[config.mk]
export PLATFORM = sky130hd
export DESIGN_NAME = regPacketInjector
export DESIGN_NICKNAME = d
export VERILOG_FILES = /design/src/rtl/pktInjPkg.sv /design/src/rtl/pktInjFifo.sv /design/src/rtl/pktInjArb.sv /design/src/rtl/pktInjData.sv /design/src/rtl/pktInjCtrl.sv /design/src/rtl/regPacketInjector.sv
export SDC_FILE = /design/constraint.sdc
export NUM_CORES = 1
export LEC_CHECK = 0
export ABC_AREA = 0
export CAP_MARGIN = 40
export CORE_MARGIN = 2
export CORE_UTILIZATION = 45
export CTS_BUF_LIST = sky130_fd_sc_hd__clkbuf_8
export CTS_CLUSTER_SIZE = 14
export DETAILED_ROUTE_END_ITERATION = 12
export REMOVE_ABC_BUFFERS = 1
export SLEW_MARGIN = 10
export SYNTH_ARGS = -nofsm -noshare
export SYNTH_HDL_FRONTEND = slang
export SYNTH_SLANG_ARGS = --single-unit
[constraint.sdc]
create_clock -name clk -period 13.75 [get_ports clk]
set_clock_uncertainty 0.05 [all_clocks]
set_input_delay 2.0625 -clock clk [delete_from_list [all_inputs] [get_ports clk]]
set_output_delay 2.0625 -clock clk [all_outputs]
set_load 0.005 [all_outputs]
[src/rtl/pktInjPkg.sv]
package pktInjPkg;

  localparam int unsigned ADDR_W = 2;

  localparam logic [ADDR_W-1:0] ADDR_LOW  = 2'd0;
  localparam logic [ADDR_W-1:0] ADDR_HIGH = 2'd1;
  localparam logic [ADDR_W-1:0] ADDR_CTRL = 2'd2;

  // Strobes from control to datapath
  typedef struct packed {
    logic loadLow;
    logic loadHigh;
    logic push;
    logic pushSop;
    logic pushEop;
  } injStrobe_t;

  typedef enum logic [1:0] {
    SRC_NONE = 2'd0,
    SRC_REG  = 2'd1,
    SRC_STRM = 2'd2
  } srcSel_t;

  // Reads (no data), I/O and configuration requests expect a completion
  function automatic logic isNonPosted(input logic hasData, input logic [4:0] tlpType);
    logic np;
    case (tlpType)
      5'd0, 5'd1:       np = !hasData;
      5'd2, 5'd4, 5'd5: np = 1'b1;
      default:          np = 1'b0;
    endcase
    return np;
  endfunction

endpackage

[src/rtl/pktInjFifo.sv]
module pktInjFifo #(
  parameter int unsigned WIDTH = 66,
  parameter int unsigned DEPTH = 8
) (
  input  logic             clk,
  input  logic             rstN,
  input  logic             push,
  input  logic [WIDTH-1:0] pushData,
  input  logic             pop,
  output logic [WIDTH-1:0] headData,
  output logic             empty,
  output logic             full
);
  localparam int unsigned PTR_W = (DEPTH > 1) ? $clog2(DEPTH) : 1;
  localparam int unsigned CNT_W = $clog2(DEPTH + 1);
  localparam logic [PTR_W-1:0] LAST_IDX = PTR_W'(DEPTH - 1);
  localparam logic [CNT_W-1:0] FULL_CNT = CNT_W'(DEPTH);

  logic [WIDTH-1:0] store [DEPTH];
  logic [PTR_W-1:0] wrPtr, rdPtr, wrNext, rdNext;
  logic [CNT_W-1:0] fill;
  logic doPush, doPop;

  assign full     = (fill == FULL_CNT);
  assign empty    = (fill == '0);
  assign doPush   = push && !full;
  assign doPop    = pop && !empty;
  assign headData = store[rdPtr];

  generate
    if ((DEPTH & (DEPTH - 1)) == 0) begin : g_pow2
      assign wrNext = wrPtr + 1'b1;
      assign rdNext = rdPtr + 1'b1;
    end else begin : g_wrap
      assign wrNext = (wrPtr == LAST_IDX) ? '0 : wrPtr + 1'b1;
      assign rdNext = (rdPtr == LAST_IDX) ? '0 : rdPtr + 1'b1;
    end
  endgenerate

  always_ff @(posedge clk) begin
    if (doPush) store[wrPtr] <= pushData;
  end

  always_ff @(posedge clk or negedge rstN) begin
    if (!rstN) begin
      wrPtr <= '0;
      rdPtr <= '0;
      fill  <= '0;
    end else begin
      if (doPush) wrPtr <= wrNext;
      if (doPop)  rdPtr <= rdNext;
      case ({doPush, doPop})
        2'b10:   fill <= fill + 1'b1;
        2'b01:   fill <= fill - 1'b1;
        default: fill <= fill;
      endcase
    end
  end
endmodule

[src/rtl/pktInjArb.sv]
module pktInjArb
  import pktInjPkg::*;
#(
  parameter int unsigned DATA_W = 64
) (
  input  logic              clk,
  input  logic              rstN,
  input  logic              regValid,
  input  logic [DATA_W-1:0] regData,
  input  logic              regSop,
  input  logic              regEop,
  output logic              regReady,
  input  logic              strmValid,
  input  logic [DATA_W-1:0] strmData,
  input  logic              strmSop,
  input  logic              strmEop,
  output logic              strmReady,
  output logic              outValid,
  output logic [DATA_W-1:0] outData,
  output logic              outSop,
  output logic              outEop,
  input  logic              outReady
);
  srcSel_t lockOwner, curOwner;

  always_comb begin
    if (lockOwner != SRC_NONE)  curOwner = lockOwner;
    else if (regValid)          curOwner = SRC_REG;
    else if (strmValid)         curOwner = SRC_STRM;
    else                        curOwner = SRC_NONE;

    outValid = 1'b0;
    outData  = '0;
    outSop   = 1'b0;
    outEop   = 1'b0;
    case (curOwner)
      SRC_REG: begin
        outValid = regValid;
        outData  = regData;
        outSop   = regSop;
        outEop   = regEop;
      end
      SRC_STRM: begin
        outValid = strmValid;
        outData  = strmData;
        outSop   = strmSop;
        outEop   = strmEop;
      end
      default: ;
    endcase

    regReady  = outReady && (curOwner == SRC_REG);
    strmReady = outReady && (curOwner == SRC_STRM);
  end

  // Ownership is held from the first accepted beat to the last
  always_ff @(posedge clk or negedge rstN) begin
    if (!rstN) begin
      lockOwner <= SRC_NONE;
    end else if (outValid && outReady) begin
      lockOwner <= outEop ? SRC_NONE : curOwner;
    end
  end
endmodule

[src/rtl/pktInjData.sv]
module pktInjData
  import pktInjPkg::*;
#(
  parameter int unsigned DATA_W = 64,
  parameter int unsigned DEPTH  = 8,
  parameter int unsigned TAG_W  = 8
) (
  input  logic              clk,
  input  logic              rstN,
  input  injStrobe_t        strobe,
  input  logic [DATA_W/2-1:0] regWrData,
  output logic              hdrHasData,
  output logic [4:0]        hdrType,
  output logic [TAG_W-1:0]  hdrTag,
  output logic              fifoFull,
  output logic              fifoPop,
  output logic              pktReady,
  input  logic              strmValid,
  input  logic [DATA_W-1:0] strmData,
  input  logic              strmSop,
  input  logic              strmEop,
  output logic              strmReady,
  output logic              outValid,
  output logic [DATA_W-1:0] outData,
  output logic              outSop,
  output logic              outEop,
  input  logic              outReady
);
  localparam int unsigned HALF_W  = DATA_W / 2;
  localparam int unsigned ENTRY_W = DATA_W + 2;
  localparam int unsigned CNT_W   = $clog2(DEPTH + 1);

  logic [HALF_W-1:0]  stageLow, stageHigh;
  logic [ENTRY_W-1:0] pushEntry, headEntry;
  logic               fifoEmpty, regReady, regValid;
  logic [CNT_W-1:0]   pktCount;
  logic               pktIn, pktOut;

  always_ff @(posedge clk or negedge rstN) begin
    if (!rstN) begin
      stageLow  <= '0;
      stageHigh <= '0;
    end else begin
      if (strobe.loadLow)  stageLow  <= regWrData;
      if (strobe.loadHigh) stageHigh <= regWrData;
    end
  end

  // Header fields for the non-posted check (valid on a start beat)
  assign hdrHasData = stageLow[30];
  assign hdrType    = stageLow[28:24];
  assign hdrTag     = stageHigh[15:8];

  assign pushEntry = {strobe.pushSop, strobe.pushEop, stageHigh, stageLow};

  pktInjFifo #(.WIDTH(ENTRY_W), .DEPTH(DEPTH)) fifo_i (
    .clk      (clk),
    .rstN     (rstN),
    .push     (strobe.push),
    .pushData (pushEntry),
    .pop      (fifoPop),
    .headData (headEntry),
    .empty    (fifoEmpty),
    .full     (fifoFull)
  );

  // Count of packets whose end beat is in the FIFO
  assign pktIn    = strobe.push && strobe.pushEop && !fifoFull;
  assign pktOut   = fifoPop && headEntry[DATA_W];
  assign pktReady = (pktCount != '0);
  assign regValid = !fifoEmpty && pktReady;
  assign fifoPop  = regValid && regReady;

  always_ff @(posedge clk or negedge rstN) begin
    if (!rstN) begin
      pktCount <= '0;
    end else begin
      case ({pktIn, pktOut})
        2'b10:   pktCount <= pktCount + 1'b1;
        2'b01:   pktCount <= pktCount - 1'b1;
        default: pktCount <= pktCount;
      endcase
    end
  end

  pktInjArb #(.DATA_W(DATA_W)) arb_i (
    .clk       (clk),
    .rstN      (rstN),
    .regValid  (regValid),
    .regData   (headEntry[DATA_W-1:0]),
    .regSop    (headEntry[DATA_W+1]),
    .regEop    (headEntry[DATA_W]),
    .regReady  (regReady),
    .strmValid (strmValid),
    .strmData  (strmData),
    .strmSop   (strmSop),
    .strmEop   (strmEop),
    .strmReady (strmReady),
    .outValid  (outValid),
    .outData   (outData),
    .outSop    (outSop),
    .outEop    (outEop),
    .outReady  (outReady)
  );
endmodule

[src/rtl/pktInjCtrl.sv]
module pktInjCtrl
  import pktInjPkg::*;
#(
  parameter int unsigned TAG_W  = 8,
  parameter int unsigned TAG_LO = 16,
  parameter int unsigned TAG_HI = 31
) (
  input  logic              clk,
  input  logic              rstN,
  input  logic              regWrEn,
  input  logic [ADDR_W-1:0] regAddr,
  input  logic [1:0]        ctrlBits,
  input  logic              hdrHasData,
  input  logic [4:0]        hdrType,
  input  logic [TAG_W-1:0]  hdrTag,
  input  logic              fifoFull,
  input  logic              cplRcvd,
  output injStrobe_t        strobe,
  output logic              npAccept,
  output logic              npPending,
  output logic              errSequence,
  output logic              errNonPosted,
  output logic              errOverflow
);
  localparam logic [TAG_W-1:0] TAG_MIN = TAG_W'(TAG_LO);
  localparam logic [TAG_W-1:0] TAG_MAX = TAG_W'(TAG_HI);

  logic ctrlWr, pktOpen, seqBad, tagBad, npClash;

  always_comb begin
    ctrlWr          = regWrEn && (regAddr == ADDR_CTRL);
    seqBad          = (ctrlBits[0] == pktOpen);
    strobe.loadLow  = regWrEn && (regAddr == ADDR_LOW);
    strobe.loadHigh = regWrEn && (regAddr == ADDR_HIGH);
    strobe.push     = ctrlWr && !fifoFull && !seqBad;
    strobe.pushSop  = ctrlBits[0];
    strobe.pushEop  = ctrlBits[1];
    tagBad          = (hdrTag < TAG_MIN) || (hdrTag > TAG_MAX);
    npAccept        = strobe.push && ctrlBits[0] && isNonPosted(hdrHasData, hdrType);
    npClash         = npPending && !cplRcvd;
  end

  always_ff @(posedge clk or negedge rstN) begin
    if (!rstN) begin
      pktOpen      <= 1'b0;
      npPending    <= 1'b0;
      errSequence  <= 1'b0;
      errNonPosted <= 1'b0;
      errOverflow  <= 1'b0;
    end else begin
      if (strobe.push)                        pktOpen     <= !ctrlBits[1];
      if (ctrlWr && fifoFull)                 errOverflow <= 1'b1;
      if (ctrlWr && !fifoFull && seqBad)      errSequence <= 1'b1;
      if (npAccept)                           npPending   <= 1'b1;
      else if (cplRcvd)                       npPending   <= 1'b0;
      if (npAccept && (npClash || tagBad))    errNonPosted <= 1'b1;
    end
  end
endmodule

[src/rtl/regPacketInjector.sv]
module regPacketInjector
  import pktInjPkg::*;
#(
  parameter int unsigned DATA_W     = 64,
  parameter int unsigned FIFO_DEPTH = 8,
  parameter int unsigned TAG_LO     = 16,
  parameter int unsigned TAG_HI     = 31
) (
  input  logic              clk,
  input  logic              rstN,
  input  logic              regWrEn,
  input  logic [1:0]        regAddr,
  input  logic [DATA_W/2-1:0] regWrData,
  input  logic              cplRcvd,
  input  logic [DATA_W-1:0] strmData,
  input  logic              strmSop,
  input  logic              strmEop,
  input  logic              strmValid,
  output logic              strmReady,
  output logic [DATA_W-1:0] outData,
  output logic              outSop,
  output logic              outEop,
  output logic              outValid,
  input  logic              outReady,
  output logic              npPending,
  output logic              errSequence,
  output logic              errNonPosted,
  output logic              errOverflow
);
  localparam int unsigned TAG_W = 8;

  injStrobe_t       strobe;
  logic             hdrHasData;
  logic [4:0]       hdrType;
  logic [TAG_W-1:0] hdrTag;
  logic             fifoFull, fifoPop, pktReady, npAccept;

  pktInjCtrl #(.TAG_W(TAG_W), .TAG_LO(TAG_LO), .TAG_HI(TAG_HI)) ctrl_i (
    .clk          (clk),
    .rstN         (rstN),
    .regWrEn      (regWrEn),
    .regAddr      (regAddr),
    .ctrlBits     (regWrData[1:0]),
    .hdrHasData   (hdrHasData),
    .hdrType      (hdrType),
    .hdrTag       (hdrTag),
    .fifoFull     (fifoFull),
    .cplRcvd      (cplRcvd),
    .strobe       (strobe),
    .npAccept     (npAccept),
    .npPending    (npPending),
    .errSequence  (errSequence),
    .errNonPosted (errNonPosted),
    .errOverflow  (errOverflow)
  );

  pktInjData #(.DATA_W(DATA_W), .DEPTH(FIFO_DEPTH), .TAG_W(TAG_W)) data_i (
    .clk        (clk),
    .rstN       (rstN),
    .strobe     (strobe),
    .regWrData  (regWrData),
    .hdrHasData (hdrHasData),
    .hdrType    (hdrType),
    .hdrTag     (hdrTag),
    .fifoFull   (fifoFull),
    .fifoPop    (fifoPop),
    .pktReady   (pktReady),
    .strmValid  (strmValid),
    .strmData   (strmData),
    .strmSop    (strmSop),
    .strmEop    (strmEop),
    .strmReady  (strmReady),
    .outValid   (outValid),
    .outData    (outData),
    .outSop     (outSop),
    .outEop     (outEop),
    .outReady   (outReady)
  );
endmodule

=== After elaboration in Yosys (flattened, before gate mapping) ===
Memory sizes are Yosys's and may differ from the RTL's.
Cells that the tools add are included.
Widths: inputs -> output; s select.

* Multiplexer cells: 15
* Add/subtract/negate cells: 6
* $lt $le $gt $ge: 2
* Equal/unequal tests: 14
* Reduce and logical (&&, ||, !) cells: 39

{| class="wikitable"
|+ Operator list
! operator !! number
|-
| $pmux 64 s2 || 1
|-
| $logic_and 1x1->1 || 21
|-
| $pmux 4 s2 || 2
|-
| $eq 5x3->1 const B || 2
|-
| $add 4x1->4 const B || 2
|-
| $eq 2x1->1 const B || 4
|-
| $eq 2x2->1 const B || 4
|-
| $gt 8x5->1 const B || 1
|-
| $lt 8x5->1 const B || 1
|-
| $mux 2 || 4
|-
| $pmux 1 s2 || 4
|-
| $reduce_bool 2->1 || 4
|-
| $sub 4x1->4 const B || 2
|-
| $add 3x1->3 const B || 2
|-
| $logic_not 1->1 || 6
|-
| $eq 5x1->1 const B || 1
|-
| $eq 5x2->1 const B || 1
|-
| $logic_not 5->1 || 1
|-
| $eq 4x4->1 const B || 1
|-
| $logic_not 4->1 || 1
|-
| $mux 1 || 4
|-
| $reduce_bool 4->1 || 1
|-
| $reduce_or 3->1 || 1
|-
| $logic_not 2->1 || 1
|-
| other kinds (3) || 4
|}

* Bits in writable memories: 528
* Memories: 1
* Word-level logic and storage cells: 89
* Bits of input ports: 106
* Register bits: 85
* Output and inout port bits: 72

{| class="wikitable"
|+ Memory list
! memory !! depth !! width !! read ports !! clocked after Yosys merged registers in !! wr ports !! RTL line !! RTL
|-
| data_i.fifo_i.store || 8 || 66 || 1 || 0 || 1 || pktInjFifo.sv:19 || <nowiki>logic [WIDTH-1:0] store [DEPTH];</nowiki>
|}

=== Logic depth before layout (Yosys ltp) ===
* Depth in word-level cells: 11
* Mapped depth: 14
* Mapped depth without buffers: 14

=== By module ===
A second synthesis with hierarchy kept.

* Cell total of the unflattened synthesis: 1221
* Area total of the unflattened synthesis: 24557.3 um^2

{| class="wikitable"
|+ Modules (own cells, without submodules)
! module !! area an instance (um^2) !! seq. area each (um^2) !! cells an instance !! times used
|-
| pktInjFifo || 20435.8 || 16105.4 || 830 || 1
|-
| pktInjData || 2807.7 || 1701.6 || 184 || 1
|-
| pktInjArb || 1006.0 || 50.0 || 174 || 1
|-
| pktInjCtrl || 307.8 || 125.1 || 33 || 1
|}

=== Worst setup path before layout ===
Ideal clock, no wire load.

* Kind: input to register
* Start point: in regAddr[0]
* End point: mem data_i.fifo_i.store[2][0], enable pin
* Stages: 4
* Path buffers: 0
* Arrival: 7.685 ns
* Setup time: 0.585 ns
* Required time: 13.115 ns
* Path slack: 5.430 ns
* Path through: nand3b_1 > a211oi_4 > nand2b_1 > nor3b_1

* Longest elaborated chain between the ends: 7

{| class="wikitable"
|+ RTL lines
! what !! RTL line !! RTL
|-
| from (decl) || regPacketInjector.sv:12 || <nowiki>input logic [1:0] regAddr,</nowiki>
|-
| $eq 2x2->1 || pktInjCtrl.sv:31 || <nowiki>ctrlWr = regWrEn && (regAddr == ADDR_CTRL);</nowiki>
|-
| $logic_and 1x1->1 || pktInjCtrl.sv:31 ||
|-
| $logic_and 1x1->1 (2 in a row) || pktInjCtrl.sv:35 || <nowiki>strobe.push = ctrlWr && !fifoFull && !seqBad;</nowiki>
|-
| $logic_and 1x1->1 || pktInjFifo.sv:26 || <nowiki>assign doPush = push && !full;</nowiki>
|-
| $mux 1 || pktInjFifo.sv:41 || <nowiki>if (doPush) store[wrPtr] <= pushData;</nowiki>
|-
| $mux 1 (not written as such) || pktInjFifo.sv:41 ||
|-
| to (decl) || pktInjFifo.sv:19 ||
|}

Every way passes these cells.

=== Worst setup path in the final report ===
* Start point: in strmValid
* End point: out outData[59]

* Longest elaborated chain between the ends: 5
* Elaborated cells between the ends (all ways): 6
* Classes of those cells: 2 x eq/ne; 4 x mux

{| class="wikitable"
|+ RTL lines
! what !! RTL line !! RTL
|-
| from (decl) || regPacketInjector.sv:18 || <nowiki>input logic strmValid,</nowiki>
|-
| $mux 2 * || pktInjArb.sv:29 || <nowiki>else if (strmValid) curOwner = SRC_STRM;</nowiki>
|-
| $mux 2 * || pktInjArb.sv:28 || <nowiki>else if (regValid) curOwner = SRC_REG;</nowiki>
|-
| $mux 2 * || pktInjArb.sv:27 || <nowiki>if (lockOwner != SRC_NONE) curOwner = lockOwner;</nowiki>
|-
| $eq 2x2->1 / $eq 2x1->1 (equally long branches) || pktInjArb.sv:36 || <nowiki>case (curOwner)</nowiki>
|-
| $pmux 64 s2 * || pktInjArb.sv:36 ||
|-
| to (decl) || regPacketInjector.sv:20 || <nowiki>output logic [DATA_W-1:0] outData,</nowiki>
|}

Every way passes the cells marked *; elsewhere a longest branch is shown, timed or not.

==> run_results.csv <==
group,metric,value,unit
cells_and_area,layout-drive-gt1-share,0.210,
clock_network,ctsHoldBuffers,0,
setup_path,slowest_delay,610,ps
route,dr.first_iter.drc_count,851,
route,vias,12000,
flow_run,cap_violations,0,
clock_network,cts_buffers,99,
yosys,ys_types,41,
yosys,synthTopCellsByCount,"528 x edfxtp_1, 132 x mux4_2, 85 x dfrtp_1, 75 x nand2_1",
timing,max_freq,139,MHz
setup_path,critical_path_required,11640,ps
clock_network,cts_sinks,613,
setup_path,start_kind,"input port",
global_route,grt_usage,0.186,
cells_and_area,nNetsFinal,1549,
timing,hold_viol,0,
timing,period_share,0.522,
hold_path,hold_class,"flop to flop",
yosys,yosysMostFrequentCell,"edfxtp_1",
route,drt-wirelength-per-cell,23.0,um
cells_and_area,area_growth,19.8,%
global_route,grt_pass1_vias,12400,
timing,fin_crit,7170,ps
floorplanning,rows,84,
yosys,synth_area_leader_cell,"edfxtp_1",
yosys,seq_area_frac_synth,0.750,
pwr,p_leak,9.71,nW
floorplanning,start_util,0.456,
route,final_antenna_net_count,0,
timing,setup_viol,0,
yosys,syn_area_per_cell,20.3,sq um
global_route,grt_pass1_wl,76500,um
setup_path,critPathTopFamily,"buffers and inverters",
pwr,vdd_drop_max,302,uV
placed_design,dp_hpwl,27200,um
yosys,synth_warnings,0,
yosys,synthArstFlopShare,0.139,
route,dr.pass1.iters,5,
setup_path,worst-path-buf-inv,3,
cells_and_area,postLayoutCellArea,28700,sq um
route,viasPerCell,5.43,
clock_network,clock_path_buffers,3,
setup_path,arrival,5060,ps
timing,rsz0062_at_grt,"false",
setup_path,critPathKind,"input port to output pin",
setup_path,crit_chain,"clkdlybuf4s50_1 > a21oi_1 > ha_1 > nor2b_4 > buf_4 > nand2_1 > o21ai_1 > clkdlybuf4s50_1",
clock_network,tritoncts,"built",
floorplanning,die-area,55200,sq um
setup_path,cpMaxStageDelayCell,"nor2b_4",
global_route,grt_antenna_before_repair,0,
floorplanning,die_y,235,um
timing,worst_pin_slew,1030,ps
placed_design,placed_area,26900,sq um
clock_network,cts_resized,0,
setup_path,cp-end-kind,"output pin",
yosys,synth_ff_type,"edfxtp_1",
placed_design,place.port_buffers,177,
clock_network,clockRootBuffer,"clkbuf_8",
clock_network,cts_setup_buffers,0,
clock_network,path_clk_slew,60,ps
cells_and_area,num_antenna_cells,0,
setup_path,path_max_fanout,41,
clock_network,clkLatencyLatePin,680,ps
route,totalWireLength,50600,um
yosys,synth_area_leaders,"edfxtp_1 66%, mux4_2 12%, dfrtp_1 8.9%",
yosys,synth_top_area_frac,0.661,
floorplanning,design.core.area,52700,sq um
floorplanning,io_pins,178,
yosys,syn_inst,1180,
pwr,total_power,0.00560,W
floorplanning,fp.dieW,235,um
timing,slew_headroom,0.315,
clock_network,cts.htree.levels,3,
route,drc_errors,0,
setup_path,crit_top_cell,"clkdlybuf4s50_1",
global_route,grt-ovfl-total,0,
timing,whs,423,ps
cells_and_area,fillers,4100,
global_route,grt_max_degree,117,
placed_design,gp_congestion,0.705,
yosys,netlist_area,24000,sq um
yosys,synth_edf_count,528,
pwr,powerDensity,195,nW/um^2
timing,slew_violations,0,
timing,setup_tns,0,ps
run_status,status,"finished, final reports clean",
yosys,ys_ff_latch,613,
cells_and_area,fin_util,0.546,
==> worst paths after layout <==
path                                         from                  end  slack (ps)  cells past startpoint
max reg2reg                data_i.fifo_i.rdPtr[0]   data_i.pktCount[2]        9890                     11
min                            data_i.pktCount[3]   data_i.pktCount[3]         420                      1
min reg2reg                    data_i.pktCount[3]   data_i.pktCount[3]         420                      1
max in group asynchronous                    rstN  data_i.stageLow[10]       11020                      2
min in group asynchronous                    rstN  data_i.stageLow[30]        1330                      1
max                                     strmValid          outData[59]        6580                      8
==> logic make-up after synthesis <==
kind of cell    synth area share
xor+xnor                 0.00475
compound gates            0.0209
fa+ha+maj                0.00605
buf+inv                   0.0128
simple gates              0.0222
flops                      0.750
mux                        0.184
==> layer usage <==
layer / vias up / part of all wire / track usage
met5: - / 0 / 0
met2: 290 / 0.49 / 0.303
met4: 0 / 0.018 / 0.0589
met1: 6308 / 0.45 / 0.257
li1: 5286 / - / -
met3: 66 / 0.044 / 0.0314
==> registers in the layout, indices dropped and copies added, names as in the netlist, 2 cells and up <==
| signal | count |
|---|---|
| data_i.stageHigh | 32 |
| data_i.stageLow | 32 |
| data_i.fifo_i.wrPtr | 3 |
| data_i.fifo_i.fill | 4 |
| data_i.pktCount | 4 |
| data_i.fifo_i.rdPtr | 3 |
| data_i.fifo_i.store | 528 |
| data_i.arb_i.lockOwner | 2 |
==> worst reg2reg max path: cells and delay by family (launching register included) <==
kind | cells | cell delay (ps)
mux | 2 | 960
buf+inv | 1 | 760
flops | 1 | 690
xor+xnor | 3 | 470
fa+ha+maj | 2 | 440
simple gates | 2 | 230
compound gates | 1 | 150
==> stage by stage <==
stage	cells	setup slack, ps
detailed placement	2019	6480
global placement	2010	6610
floorplan	1120	5370
CTS	2201	6480
finish	2201	6580
global route	2201	6320
==> placed cells by master (no fill, tap or decap), types with 5 or more instances in the layout <==
cell,Yosys,routed
buf_16,0,8
xnor2_1,7,7
nor2_1,12,10
a21oi_1,9,9
ha_1,10,10
nor3b_2,0,5
mux2_1,64,64
mux4_2,132,132
nand2_1,75,75
clkinv_2,0,14
inv_1,6,40
clkbuf_8,0,111
xor2_1,6,6
mux2i_1,67,67
buf_4,7,25
clkinv_1,0,18
clkdlybuf4s50_1,0,176
o21ai_1,67,67
edfxtp_1,528,528
dfrtp_1,85,82
==> power breakdown <==
group	total [W]	internal, W	switching, W
registers	0.00238	0.00220	0.000180
logic	0.00175	0.000985	0.000767
clock network	0.00147	0.000775	0.000693
==> final cells by class <==
cell class	instances	area (sq um)	area share
repair buffers	211	2210	0.0769
flip-flops and latches	613	18000	0.626
multi-input cells	500	5770	0.201
well taps	688	861	0.0300
clock buffers	111	1530	0.0532
clock inverters	71	348	0.0121
inverters	7	26.3	0.000915
Power figures use the tool's default switching activity.
